[src/rtl/stream_irq_pkg.sv]
package stream_irq_pkg;

  localparam int LINK_FIELD = 8;

  typedef struct packed {
    logic [LINK_FIELD-1:0] rx_en;
    logic [LINK_FIELD-1:0] rx_mode;
    logic [LINK_FIELD-1:0] tx_en;
    logic [LINK_FIELD-1:0] tx_mode;
  } irq_cfg_t;

  // Receive condition: mode 1 watches "not empty", mode 0 watches "at least half".
  function automatic logic rx_event_level(input logic mode, input logic not_empty,
                                          input logic at_half);
    return mode ? not_empty : at_half;
  endfunction

  // Transmit condition: mode 1 watches "not full", mode 0 watches "below half".
  function automatic logic tx_event_level(input logic mode, input logic not_full,
                                          input logic at_half);
    return mode ? not_full : ~at_half;
  endfunction

  function automatic logic [LINK_FIELD-1:0] link_mask(input int count);
    logic [LINK_FIELD-1:0] m;
    for (int b = 0; b < LINK_FIELD; b++) m[b] = (b < count);
    return m;
  endfunction

endpackage

[src/rtl/irq_cfg_reg.sv]
module irq_cfg_reg
  import stream_irq_pkg::*;
#(
  parameter int NUM_RX   = 8,
  parameter int NUM_TX   = 8,
  parameter int RX_DEPTH = 4,
  parameter int TX_DEPTH = 4
) (
  input  logic        clk,
  input  logic        rst_n,
  input  logic        wr,
  input  logic [31:0] wdata,
  output irq_cfg_t    cfg
);

  localparam logic [LINK_FIELD-1:0] RX_MASK = link_mask(NUM_RX);
  localparam logic [LINK_FIELD-1:0] TX_MASK = link_mask(NUM_TX);

  irq_cfg_t wr_view;
  logic [LINK_FIELD-1:0] rx_en_q, tx_en_q, rx_mode_w, tx_mode_w;

  assign wr_view = irq_cfg_t'(wdata);

  always_ff @(posedge clk) begin
    if (!rst_n) begin
      rx_en_q <= '0;
      tx_en_q <= '0;
    end else if (wr) begin
      rx_en_q <= wr_view.rx_en & RX_MASK;
      tx_en_q <= wr_view.tx_en & TX_MASK;
    end
  end

  generate
    if (RX_DEPTH == 1) begin : g_rx_mode_fixed
      assign rx_mode_w = RX_MASK;
    end else begin : g_rx_mode_reg
      logic [LINK_FIELD-1:0] rx_mode_q;
      always_ff @(posedge clk) begin
        if (!rst_n)  rx_mode_q <= '0;
        else if (wr) rx_mode_q <= wr_view.rx_mode & RX_MASK;
      end
      assign rx_mode_w = rx_mode_q;
    end

    if (TX_DEPTH == 1) begin : g_tx_mode_fixed
      assign tx_mode_w = TX_MASK;
    end else begin : g_tx_mode_reg
      logic [LINK_FIELD-1:0] tx_mode_q;
      always_ff @(posedge clk) begin
        if (!rst_n)  tx_mode_q <= '0;
        else if (wr) tx_mode_q <= wr_view.tx_mode & TX_MASK;
      end
      assign tx_mode_w = tx_mode_q;
    end
  endgenerate

  assign cfg.rx_en   = rx_en_q;
  assign cfg.rx_mode = rx_mode_w;
  assign cfg.tx_en   = tx_en_q;
  assign cfg.tx_mode = tx_mode_w;

endmodule

[src/rtl/link_edge_det.sv]
module link_edge_det #(
  parameter int N = 8
) (
  input  logic         clk,
  input  logic         rst_n,
  input  logic         unit_en,
  input  logic [N-1:0] level,
  output logic [N-1:0] rise
);

  generate
    for (genvar i = 0; i < N; i++) begin : g_link
      logic prev_q;
      always_ff @(posedge clk) begin
        if (!rst_n)        prev_q <= 1'b0;
        else if (!unit_en) prev_q <= 1'b0;
        else               prev_q <= level[i];
      end
      assign rise[i] = level[i] & ~prev_q;
    end
  endgenerate

endmodule

[src/rtl/irq_pending.sv]
module irq_pending (
  input  logic clk,
  input  logic rst_n,
  input  logic unit_en,
  input  logic set_evt,
  input  logic ack,
  output logic pend
);

  always_ff @(posedge clk) begin
    if (!rst_n)        pend <= 1'b0;
    else if (!unit_en) pend <= 1'b0;
    else if (set_evt)  pend <= 1'b1;
    else if (ack)      pend <= 1'b0;
  end

endmodule

[src/rtl/stream_irq_ctrl.sv]
module stream_irq_ctrl
  import stream_irq_pkg::*;
#(
  parameter int NUM_RX   = 8,
  parameter int NUM_TX   = 8,
  parameter int RX_DEPTH = 4,
  parameter int TX_DEPTH = 4
) (
  input  logic              clk,
  input  logic              rst_n,
  input  logic              unit_en,
  input  logic              cfg_wr,
  input  logic [31:0]       cfg_wdata,
  output logic [31:0]       cfg_rdata,
  input  logic              data_rd,
  input  logic              data_wr,
  input  logic [NUM_RX-1:0] rx_not_empty,
  input  logic [NUM_RX-1:0] rx_at_half,
  input  logic [NUM_TX-1:0] tx_not_full,
  input  logic [NUM_TX-1:0] tx_at_half,
  output logic              irq_rx,
  output logic              irq_tx
);

  irq_cfg_t cfg;
  logic [NUM_RX-1:0] rx_level, rx_rise;
  logic [NUM_TX-1:0] tx_level, tx_rise;
  logic rx_rise_any, tx_rise_any, rx_ack, tx_ack;

  irq_cfg_reg #(
    .NUM_RX(NUM_RX), .NUM_TX(NUM_TX), .RX_DEPTH(RX_DEPTH), .TX_DEPTH(TX_DEPTH)
  ) u_cfg (
    .clk(clk), .rst_n(rst_n), .wr(cfg_wr), .wdata(cfg_wdata), .cfg(cfg)
  );

  generate
    for (genvar i = 0; i < NUM_RX; i++) begin : g_rx
      assign rx_level[i] = unit_en & cfg.rx_en[i] &
                           rx_event_level(cfg.rx_mode[i], rx_not_empty[i], rx_at_half[i]);
    end
    for (genvar j = 0; j < NUM_TX; j++) begin : g_tx
      assign tx_level[j] = unit_en & cfg.tx_en[j] &
                           tx_event_level(cfg.tx_mode[j], tx_not_full[j], tx_at_half[j]);
    end
  endgenerate

  link_edge_det #(.N(NUM_RX)) u_rx_edge (
    .clk(clk), .rst_n(rst_n), .unit_en(unit_en), .level(rx_level), .rise(rx_rise)
  );
  link_edge_det #(.N(NUM_TX)) u_tx_edge (
    .clk(clk), .rst_n(rst_n), .unit_en(unit_en), .level(tx_level), .rise(tx_rise)
  );

  assign rx_rise_any = |rx_rise;
  assign tx_rise_any = |tx_rise;
  assign rx_ack      = data_rd | cfg_wr;
  assign tx_ack      = data_wr | cfg_wr;

  irq_pending u_rx_pend (
    .clk(clk), .rst_n(rst_n), .unit_en(unit_en),
    .set_evt(rx_rise_any), .ack(rx_ack), .pend(irq_rx)
  );
  irq_pending u_tx_pend (
    .clk(clk), .rst_n(rst_n), .unit_en(unit_en),
    .set_evt(tx_rise_any), .ack(tx_ack), .pend(irq_tx)
  );

  assign cfg_rdata = 32'(cfg);

endmodule

[config.mk]
export PLATFORM = sky130hd
export DESIGN_NAME = stream_irq_ctrl
export DESIGN_NICKNAME = d
export VERILOG_FILES = /design/src/rtl/stream_irq_pkg.sv /design/src/rtl/irq_cfg_reg.sv /design/src/rtl/link_edge_det.sv /design/src/rtl/irq_pending.sv /design/src/rtl/stream_irq_ctrl.sv
export SDC_FILE = /design/constraint.sdc
export NUM_CORES = 1
export LEC_CHECK = 0
export ABC_AREA = 1
export BUFFER_PORTS_ARGS = -buffer_cell sky130_fd_sc_hd__buf_2
export CAP_MARGIN = 25
export CORE_UTILIZATION = 49
export CTS_BUF_LIST = sky130_fd_sc_hd__clkbuf_2 sky130_fd_sc_hd__clkbuf_4 sky130_fd_sc_hd__clkbuf_8
export DETAILED_ROUTE_END_ITERATION = 10
export PLACE_DENSITY = 0.87
export SYNTH_ARGS = -nofsm -noshare
export SYNTH_HDL_FRONTEND = slang
export SYNTH_HIERARCHICAL = 1
export SYNTH_SLANG_ARGS = --single-unit
[constraint.sdc]
create_clock -name clk -period 1.2 [get_ports clk]
set_input_delay 0.06 -clock clk [delete_from_list [all_inputs] [get_ports clk]]
set_output_delay 0.06 -clock clk [all_outputs]
set_load 0.01 [all_outputs]
* After elaboration in Yosys (flattened, before gate mapping)
Index checks and enable logic that the tools add are counted.
Storage, ports and cells: flip-flop bits (word level) 50, input bits 70, output and inout port bits 34
Operators by class: bitwise operators 74, reduce and logical (&&, ||, !) cells 5, muxes and demuxes 20
Operators with widths (count):
- $and A1 B1 Y1 | 48
- $not A1 Y1 | 24
- $mux W1 | 20
- $reduce_or A8 Y1 | 2
- $reduce_bool A2 Y1 | 2
- $or A1 B1 Y1 | 2
- $reduce_and A2 Y1 | 1

* Depth between registers and ports, before layout
Gate-level depths: netlist (run 1).
depth after elaboration 6, mapped depth 14, gate-level depth less buffers 12

* Hierarchy
The synthesis (run 1) kept the hierarchy.
By module, submodules not included:
- irq_cfg_reg | area an instance 1335.0 sq um, times used 1, cells each 202, seq. area each 640.6 sq um
- stream_irq_ctrl | area an instance 541.8 sq um, times used 1, cells each 130, seq. area each 0.0 sq um
- link_edge_det | area an instance 256.5 sq um, times used 2, cells each 33, seq. area each 160.2 sq um
- irq_pending | area an instance 43.8 sq um, times used 2, cells each 6, seq. area each 20.0 sq um

* Worst setup path before layout (run 1)
Ideal clock, no wire load.
path kind reg-to-reg, from register u_cfg.g_tx_mode_reg.tx_mode_q[0], to register u_tx_pend.pend, library setup time 0.066 ns, buffers on the path 0, stages on the path, launching flop included 13, slack 0.092 ns, required time 1.134 ns, arrival 1.042 ns, cell sequence dfxtp_1 > inv_1 > nand2_1 > nand2_2 > nor2_2 > inv_1 > nor2_1 > inv_1 > nand2_1 > nor2_1 > nand2_1 > inv_1 > a21oi_2
On the way: cells in the longest elaborated chain, start to end 5, elaborated cells on any way between the ends 6, classes of those cells mux: 2; bitwise: 2; reduce/logical: 2
Ends and longest elaborated chain:
- from (decl) | line irq_cfg_reg.sv:49 | logic [LINK_FIELD-1:0] tx_mode_q;
- from (signal assigned) | line irq_cfg_reg.sv:52 | else if (wr) tx_mode_q <= wr_view.tx_mode & TX_MASK;
- $mux W1 * | line stream_irq_pkg.sv:21 | return mode ? not_full : ~at_half;
- $and A1 B1 Y1 * | line stream_irq_ctrl.sv:42 | assign tx_level[j] = unit_en & cfg.tx_en[j] &
- via tx_level[0] | line stream_irq_ctrl.sv:27 | logic [NUM_TX-1:0] tx_level, tx_rise;
- $and A1 B1 Y1 * | line link_edge_det.sv:19 | assign rise[i] = level[i] & ~prev_q;
- via tx_rise[0] | line stream_irq_ctrl.sv:27
- $reduce_or A8 Y1 * | line stream_irq_ctrl.sv:55 | assign tx_rise_any = |tx_rise;
- via tx_rise_any | line stream_irq_ctrl.sv:28 | logic rx_rise_any, tx_rise_any, rx_ack, tx_ack;
- $mux W1 or $reduce_bool A2 Y1 (tied branches)
- to (signal assigned) | line irq_pending.sv:12 | else if (!unit_en) pend <= 1'b0;
- to (signal assigned) | line irq_pending.sv:13 | else if (set_evt) pend <= 1'b1;
- to (signal assigned) | line irq_pending.sv:14 | else if (ack) pend <= 1'b0;
- to (decl) | line irq_pending.sv:7 | output logic pend
Mark *: on every way through the listed nets, which the timed path passes. The rest lies on a longest branch. A chain may end at the register's enable or synchronous reset.

* Worst setup path after layout (run 1)
Ends and elaborated chain as after synthesis.

==> results of run 1 <==
-- cells in the final DEF, fill, tap and decap left out --
cell / instances
dfxtp_1: 27
buf_2: 103
a21oi_2: 8
nor2_1: 111
nor2_2: 5
bufinv_16: 1
clkbuf_8: 5
inv_2: 6
nand2_1: 118
a21oi_1: 2
nand2_2: 10
clkinv_2: 2
buf_12: 2
buf_4: 6
inv_1: 86
dfxtp_2: 23
or2_2: 2
-- cell families after synthesis --
kind of cell | Yosys count
AOI/OAI and AO/OA | 10
buffers and inverters | 104
DFF | 50
and+or+nand+nor | 246
-- timing repair --
item,CTS,global route
hold buffers,0,0
setup buffers,0,2
gates resized for setup,0,40
endpoints found under the setup margin,0,2
-- area by class of cell --
type / instances / share of cell area (%)
Sequential cell: 50 / 32.0
Inverter: 92 / 10.7
Timing Repair Buffer: 111 / 18.7
Tap cell: 67 / 2.61
Clock buffer: 5 / 2.14
Clock inverter: 3 / 1.25
Multi-Input combinational cell: 256 / 32.5
-- flip-flops by register name (all words and copies together) (netlist names) --
name,count
u_cfg/g_rx_mode_reg.rx_mode_q,8
u_cfg/g_tx_mode_reg.tx_mode_q,8
u_cfg/rx_en_q,8
u_cfg/tx_en_q,8
u_rx_edge/g_link.prev_q,8
u_tx_edge/g_link.prev_q,8
u_rx_pend/pend,1
u_tx_pend/pend,1
-- worst max-delay path: cells and delay by family (launching register included) --
family / cells / cell delay [ns]
buffers and inverters: 4 / 0.21
and+or+nand+nor: 6 / 0.45
DFF: 1 / 0.35
AOI/OAI and AO/OA: 1 / 0.04
-- through the flow --
step | std cells | setup TNS [ns] | util (%) | instance area [um^2] | setup slack [ns]
2_1_floorplan | 410 | 0 | - | 2480 | 0.0924
3_3_place_gp | 574 | 0 | 63.1 | 3020 | 0.0530
3_5_place_dp | 574 | 0 | 63.1 | 3020 | 0.0286
4_1_cts | 582 | 0 | 65.4 | 3130 | 0.0108
5_1_grt | 584 | -0.137 | 67.2 | 3210 | -0.0923
6_report | 584 | 0 | 67.2 | 3210 | 0.0450
-- worst paths after layout --
path | from | to | slack (ns) | cells past startpoint
max | u_cfg/g_tx_mode_reg.tx_mode_q[0] | u_tx_pend/pend | 0.05 | 11
max reg2reg | u_cfg/g_tx_mode_reg.tx_mode_q[0] | u_tx_pend/pend | 0.05 | 11
min reg2reg | u_cfg/tx_en_q[4] | u_cfg/tx_en_q[4] | 0.48 | 2
min | cfg_wdata[3] | u_cfg/g_tx_mode_reg.tx_mode_q[3] | 0.03 | 5
-- power by group through the flow --
stage | combinational (mW) | clock (mW) | sequential, mW
after floorplan | 0.336 | 0 | 1.88
after global placement | 0.602 | 0 | 1.84
after detailed placement | 0.617 | 0 | 1.85
after CTS | 0.620 | 1.18 | 1.81
after global routing | 0.729 | 1.23 | 1.83
final | 0.643 | 1.16 | 1.82
-- layer usage --
layer,routed length (um),vias to the layer above,track usage [%]
li1,-,1348,-
met1,2490,1137,25.9
met2,2970,77,39.8
met3,332,14,5.25
met4,157,0,8.50
met5,0,-,0
==> results.cfg, run 1 <==
[cts]
clkLatencyLatePin_ns = 0.30
cts_inserted_buffers = 5
cts_tree = done
cts.path.max_buffers = 2
ctsRootBufferMaster = clkbuf_8
h-tree-depth = 2
numClockSinks = 50
clkTransAtPathRegs_ns = 0.09

[die]
core_area_um2 = 4790
start_util_pct = 51.8
fp.dieW_um = 73.1
die_y_um = 73.1
std_cell_rows = 25
dieArea_um2 = 5340
pin_count = 104

[global_routing]
grt_antenna_before_repair = 0
grt_overflow = 0
grt_usage_pct = 22.4
grt_max_degree = 43
grt_pass1_wl_um = 9240
first_global_vias = 2249

[synth]
synthMuxAreaShare_pct = 0
avgSynthCellArea_um2 = 6.04
ys_warn_count = 6
synth_xor_area_share_pct = 0
synth_adder_area_share_pct = 0
async_reset_ff_share_pct = 0
synth_area_leaders = dfxtp_1, nand2_1, nor2_1, inv_1, buf_6
ys_seq_area_share_pct = 40.4
ys_top_cells_by_count = nand2_1, nor2_1, inv_1, dfxtp_1
synth_top_area_share_pct = 40.4
syn-num-nets = 480
synth_largest_area_cell = dfxtp_1
synth_cells = 410
synth_top_family_by_area = simple AND/OR/NAND/NOR gates
synth.ff_latch_count = 50
ys_types = 13
synth_most_common_cell = nand2_1
yosys.area_share.simple_pct = 38.3
synth_edf_count = 0
synth_compound_area_share_pct = 2.32
syn_area_um2 = 2480
synthFlopType = dfxtp_1

[finish]
regArea_um2 = 1030
drive_gt1_share_pct = 33.5
fillCellCount = 444
syn_to_final_growth_pct = 29.7
final_nets = 586
multi_input_area_um2 = 1050
antennaDiodeCount = 0

[power_and_ir_drop]
intPower_mw = 2.65
p_seq_share_pct = 50.2
netSwitchingPower_mw = 0.976
p_per_area_nw_per_um2 = 1130
clockPowerShare_pct = 32.1
p_comb_share_pct = 17.7
total_power_mw = 3.63
ir_worst_vdd_mv = 0.588
leakage_nw = 1.89
swShare_pct = 26.9

[detailed_routing]
post-route-drc-count = 0
drtPass1Iterations = 5
vias = 2576
drtIter0Drc = 89
avgRoutedWirePerCell_um = 10.2
routed_wl_um = 5940
antenna_left = 0
via_per_inst = 4.41

[timing]
max_clock_freq_mhz = 866
timing.slew.headroom_pct = 81.8
worst_pin_slew_ns = 0.273
finalCriticalPeriod_ns = 1.15
finalHoldViolCount = 0
grt_setup_unrepaired = yes
whs_ns = 0.0330
setup_viol = 0
post-route-period-util_pct = 96.2
slew_viol_final = 0
skew_ns = 0.00471

[worst_setup_path]
cp_cell_sequence = inv_1 > nor2_1 > nor2_2 > inv_1 > nor2_1 > inv_1 > nand2_1 > nor2_1 > nand2_1 > inv_1 > a21oi_2
max_stage_delay_ns = 0.35
cp-end-kind = flop
start_kind = flop
cp_max_fo = 3
cp_data_arrival_time_ns = 1.36
critPathSlowestCell = dfxtp_2
cpMostUsedCell = inv_1
worstSetupPathType = flop to flop
crit_required_ns = 1.40

[min_path]
hp-class = primary input to flop

[flow_run]
drv_cap = 0

[placed_design]
dpl.hpwl_um = 4420
port_buffers = 103
place.gp.congestion = 0.814

[status]
status = finished clean
Power figures use the tool's default switching activity.
==> run 2, diff against run 1 <==
--- a/config.mk
+++ b/config.mk
@@ -11,6 +11,7 @@
 export CORE_UTILIZATION = 49
 export CTS_BUF_LIST = sky130_fd_sc_hd__clkbuf_2 sky130_fd_sc_hd__clkbuf_4 sky130_fd_sc_hd__clkbuf_8
 export DETAILED_ROUTE_END_ITERATION = 10
+export HOLD_SLACK_MARGIN = 0.1
 export PLACE_DENSITY = 0.87
 export SYNTH_ARGS = -nofsm -noshare
 export SYNTH_HDL_FRONTEND = slang
==> run 2 against run 1 <==
Compared with the run above:
- the flow now finishes with violations (setup timing)
- die area unchanged
- cell area is 12% higher
- register-to-register slack worse by 0.11 ns
- via count is 8.9% higher
- sequential share of layout area is 3.7 points lower
- clock power hardly changed
- critical path depth is the same
- core utilization rose by 8.0 points
- final cell count up 6.8%
==> results.cfg, run 2 (synthesized netlist as in run 1, its figures left out) <==
[global_routing]
first_global_vias = 2702
grt_overflow = 0
grt_max_degree = 43
grt_pass1_wl_um = 11700
grt_antenna_before_repair = 0
gr-usage-met3_pct = 5.52
grt-busiest-layer = met2
grtUsageMet1_pct = 30.4
use_met2_pct = 52.7
grt_usage_pct = 28.6

[finish]
syn_to_final_growth_pct = 45.2
final_nets = 626
antennaDiodeCount = 0
drive_gt1_share_pct = 28.5
final_cell_mix = nand2_1, nor2_1, buf_2
final_common_cell = nand2_1

[die]
dieArea_um2 = 5340
core_area_um2 = 4790
std_cell_rows = 25
fp.dieW_um = 73.1
pin_count = 104
die_y_um = 73.1
start_util_pct = 51.8

[worst_setup_path]
rr_worst_depth = 11
rrSetupSlack_ns = -0.06
cp_data_arrival_time_ns = 1.47
crit_required_ns = 1.41
r2r-start = u_cfg/g_tx_mode_reg.tx_mode_q[3]
cp-end-kind = flop
start_kind = flop
worstSetupPathType = flop to flop
cp_max_fo = 3
reg2reg_to = u_tx_pend/pend

[flow_run]
drv_cap = 0

[status]
violations = setup timing
status = finished, violations left

[cts]
clkLatencyLatePin_ns = 0.30
cts_inserted_buffers = 5
cts.path.max_buffers = 2
clkTransAtPathRegs_ns = 0.09
ctsRootBufferMaster = clkbuf_8
numClockSinks = 50
cts_tree = done
h-tree-depth = 2

[timing]
post-route-period-util_pct = 105
slew_viol_final = 0
finalCriticalPeriod_ns = 1.26
setup_viol = 1
max_clock_freq_mhz = 793
timing.slew.headroom_pct = 81.1
setup_ws_ns = -0.0612
skew_ns = 0.00680
finalHoldViolCount = 0
grt_setup_unrepaired = yes
setup_tns_ns = -0.0612
whs_ns = 0.0993
worst_pin_slew_ns = 0.283

[detailed_routing]
vias = 2806
antenna_left = 0
via_per_inst = 4.50
avgRoutedWirePerCell_um = 11.8
routed_wl_um = 7340
post-route-drc-count = 0
drtPass1Iterations = 4
drtIter0Drc = 115

[placed_design]
place.gp.congestion = 0.814
port_buffers = 103
dpl.hpwl_um = 4420
place_ws_ns = 0.0286

[power_and_ir_drop]
ir_worst_vdd_mv = 0.602
leakage_nw = 2.06
p_per_area_nw_per_um2 = 1040

[min_path]
hp-class = primary input to flop
hold_start = rx_at_half[4]
hold_depth = 5
holdPathEnd = u_rx_edge/g_link[4].prev_q
-- run 2: routing by layer --
metal	vias to the layer above	part of all wire, %
li1	1433	-
met1	1240	38
met2	101	53
met3	32	5.7
met4	0	4.1
met5	-	0
-- run 2: worst max-delay path, stage by stage (launching register included) --
cell and delay, ns:
dfxtp_2 0.37, inv_2 0.05, nor2_1 0.17, nor2_2 0.06, inv_1 0.07, nor2_1 0.05, inv_1 0.04, nand2_1 0.04
nor2_1 0.14, nand2_1 0.07, inv_1 0.06, a21oi_2 0.04
-- run 2: worst max-delay path by stage --
stage,from,end,slack [ns],cells after the start
floorplan,u_cfg/g_tx_mode_reg.tx_mode_q[0],u_tx_pend/pend,0.09,12
global placement,u_cfg/g_tx_mode_reg.tx_mode_q[0],u_tx_pend/pend,0.05,11
detailed placement,u_cfg/g_tx_mode_reg.tx_mode_q[1],u_tx_pend/pend,0.03,11
CTS,u_cfg/g_tx_mode_reg.tx_mode_q[1],u_tx_pend/pend,0.01,11
global route,u_cfg/tx_en_q[7],u_tx_pend/pend,-0.11,12
finish,u_cfg/g_tx_mode_reg.tx_mode_q[3],u_tx_pend/pend,-0.06,11
-- run 2: timing repair --
| item | CTS | global route |
|---|---|---|
| setup endpoints to repair | 0 | 2 |
| setup buffers | 0 | 1 |
| hold buffers | 41 | 0 |
| gates resized for setup | 0 | 27 |
| endpoints found under the hold margin | 40 | 0 |
-- run 2: through the flow --
step | instances | power, mW | utilization (%) | cell area, um^2
5_1_grt | 624 | 3.92 | 75.1 | 3600
2_1_floorplan | 410 | 2.21 | - | 2480
4_1_cts | 623 | 3.71 | 74.0 | 3540
3_3_place_gp | 574 | 2.44 | 63.1 | 3020
3_5_place_dp | 574 | 2.46 | 63.1 | 3020
6_report | 624 | 3.76 | 75.1 | 3600
-- run 2: area by class of cell --
class	count	area [um^2]
Fill cell	360	1190
Clock inverter	3	40.0
Tap cell	67	83.8
Inverter	92	345
Timing Repair Buffer	151	1000
Sequential cell	50	1020
Clock buffer	5	68.8
Multi-Input combinational cell	256	1030
-- run 2: power breakdown --
group	internal [mW]	leakage, nW	switching, mW
Clock	0.614	0.0579	0.556
Sequential	1.75	0.416	0.0706
Combinational	0.367	1.58	0.396
Total	2.73	2.06	1.02
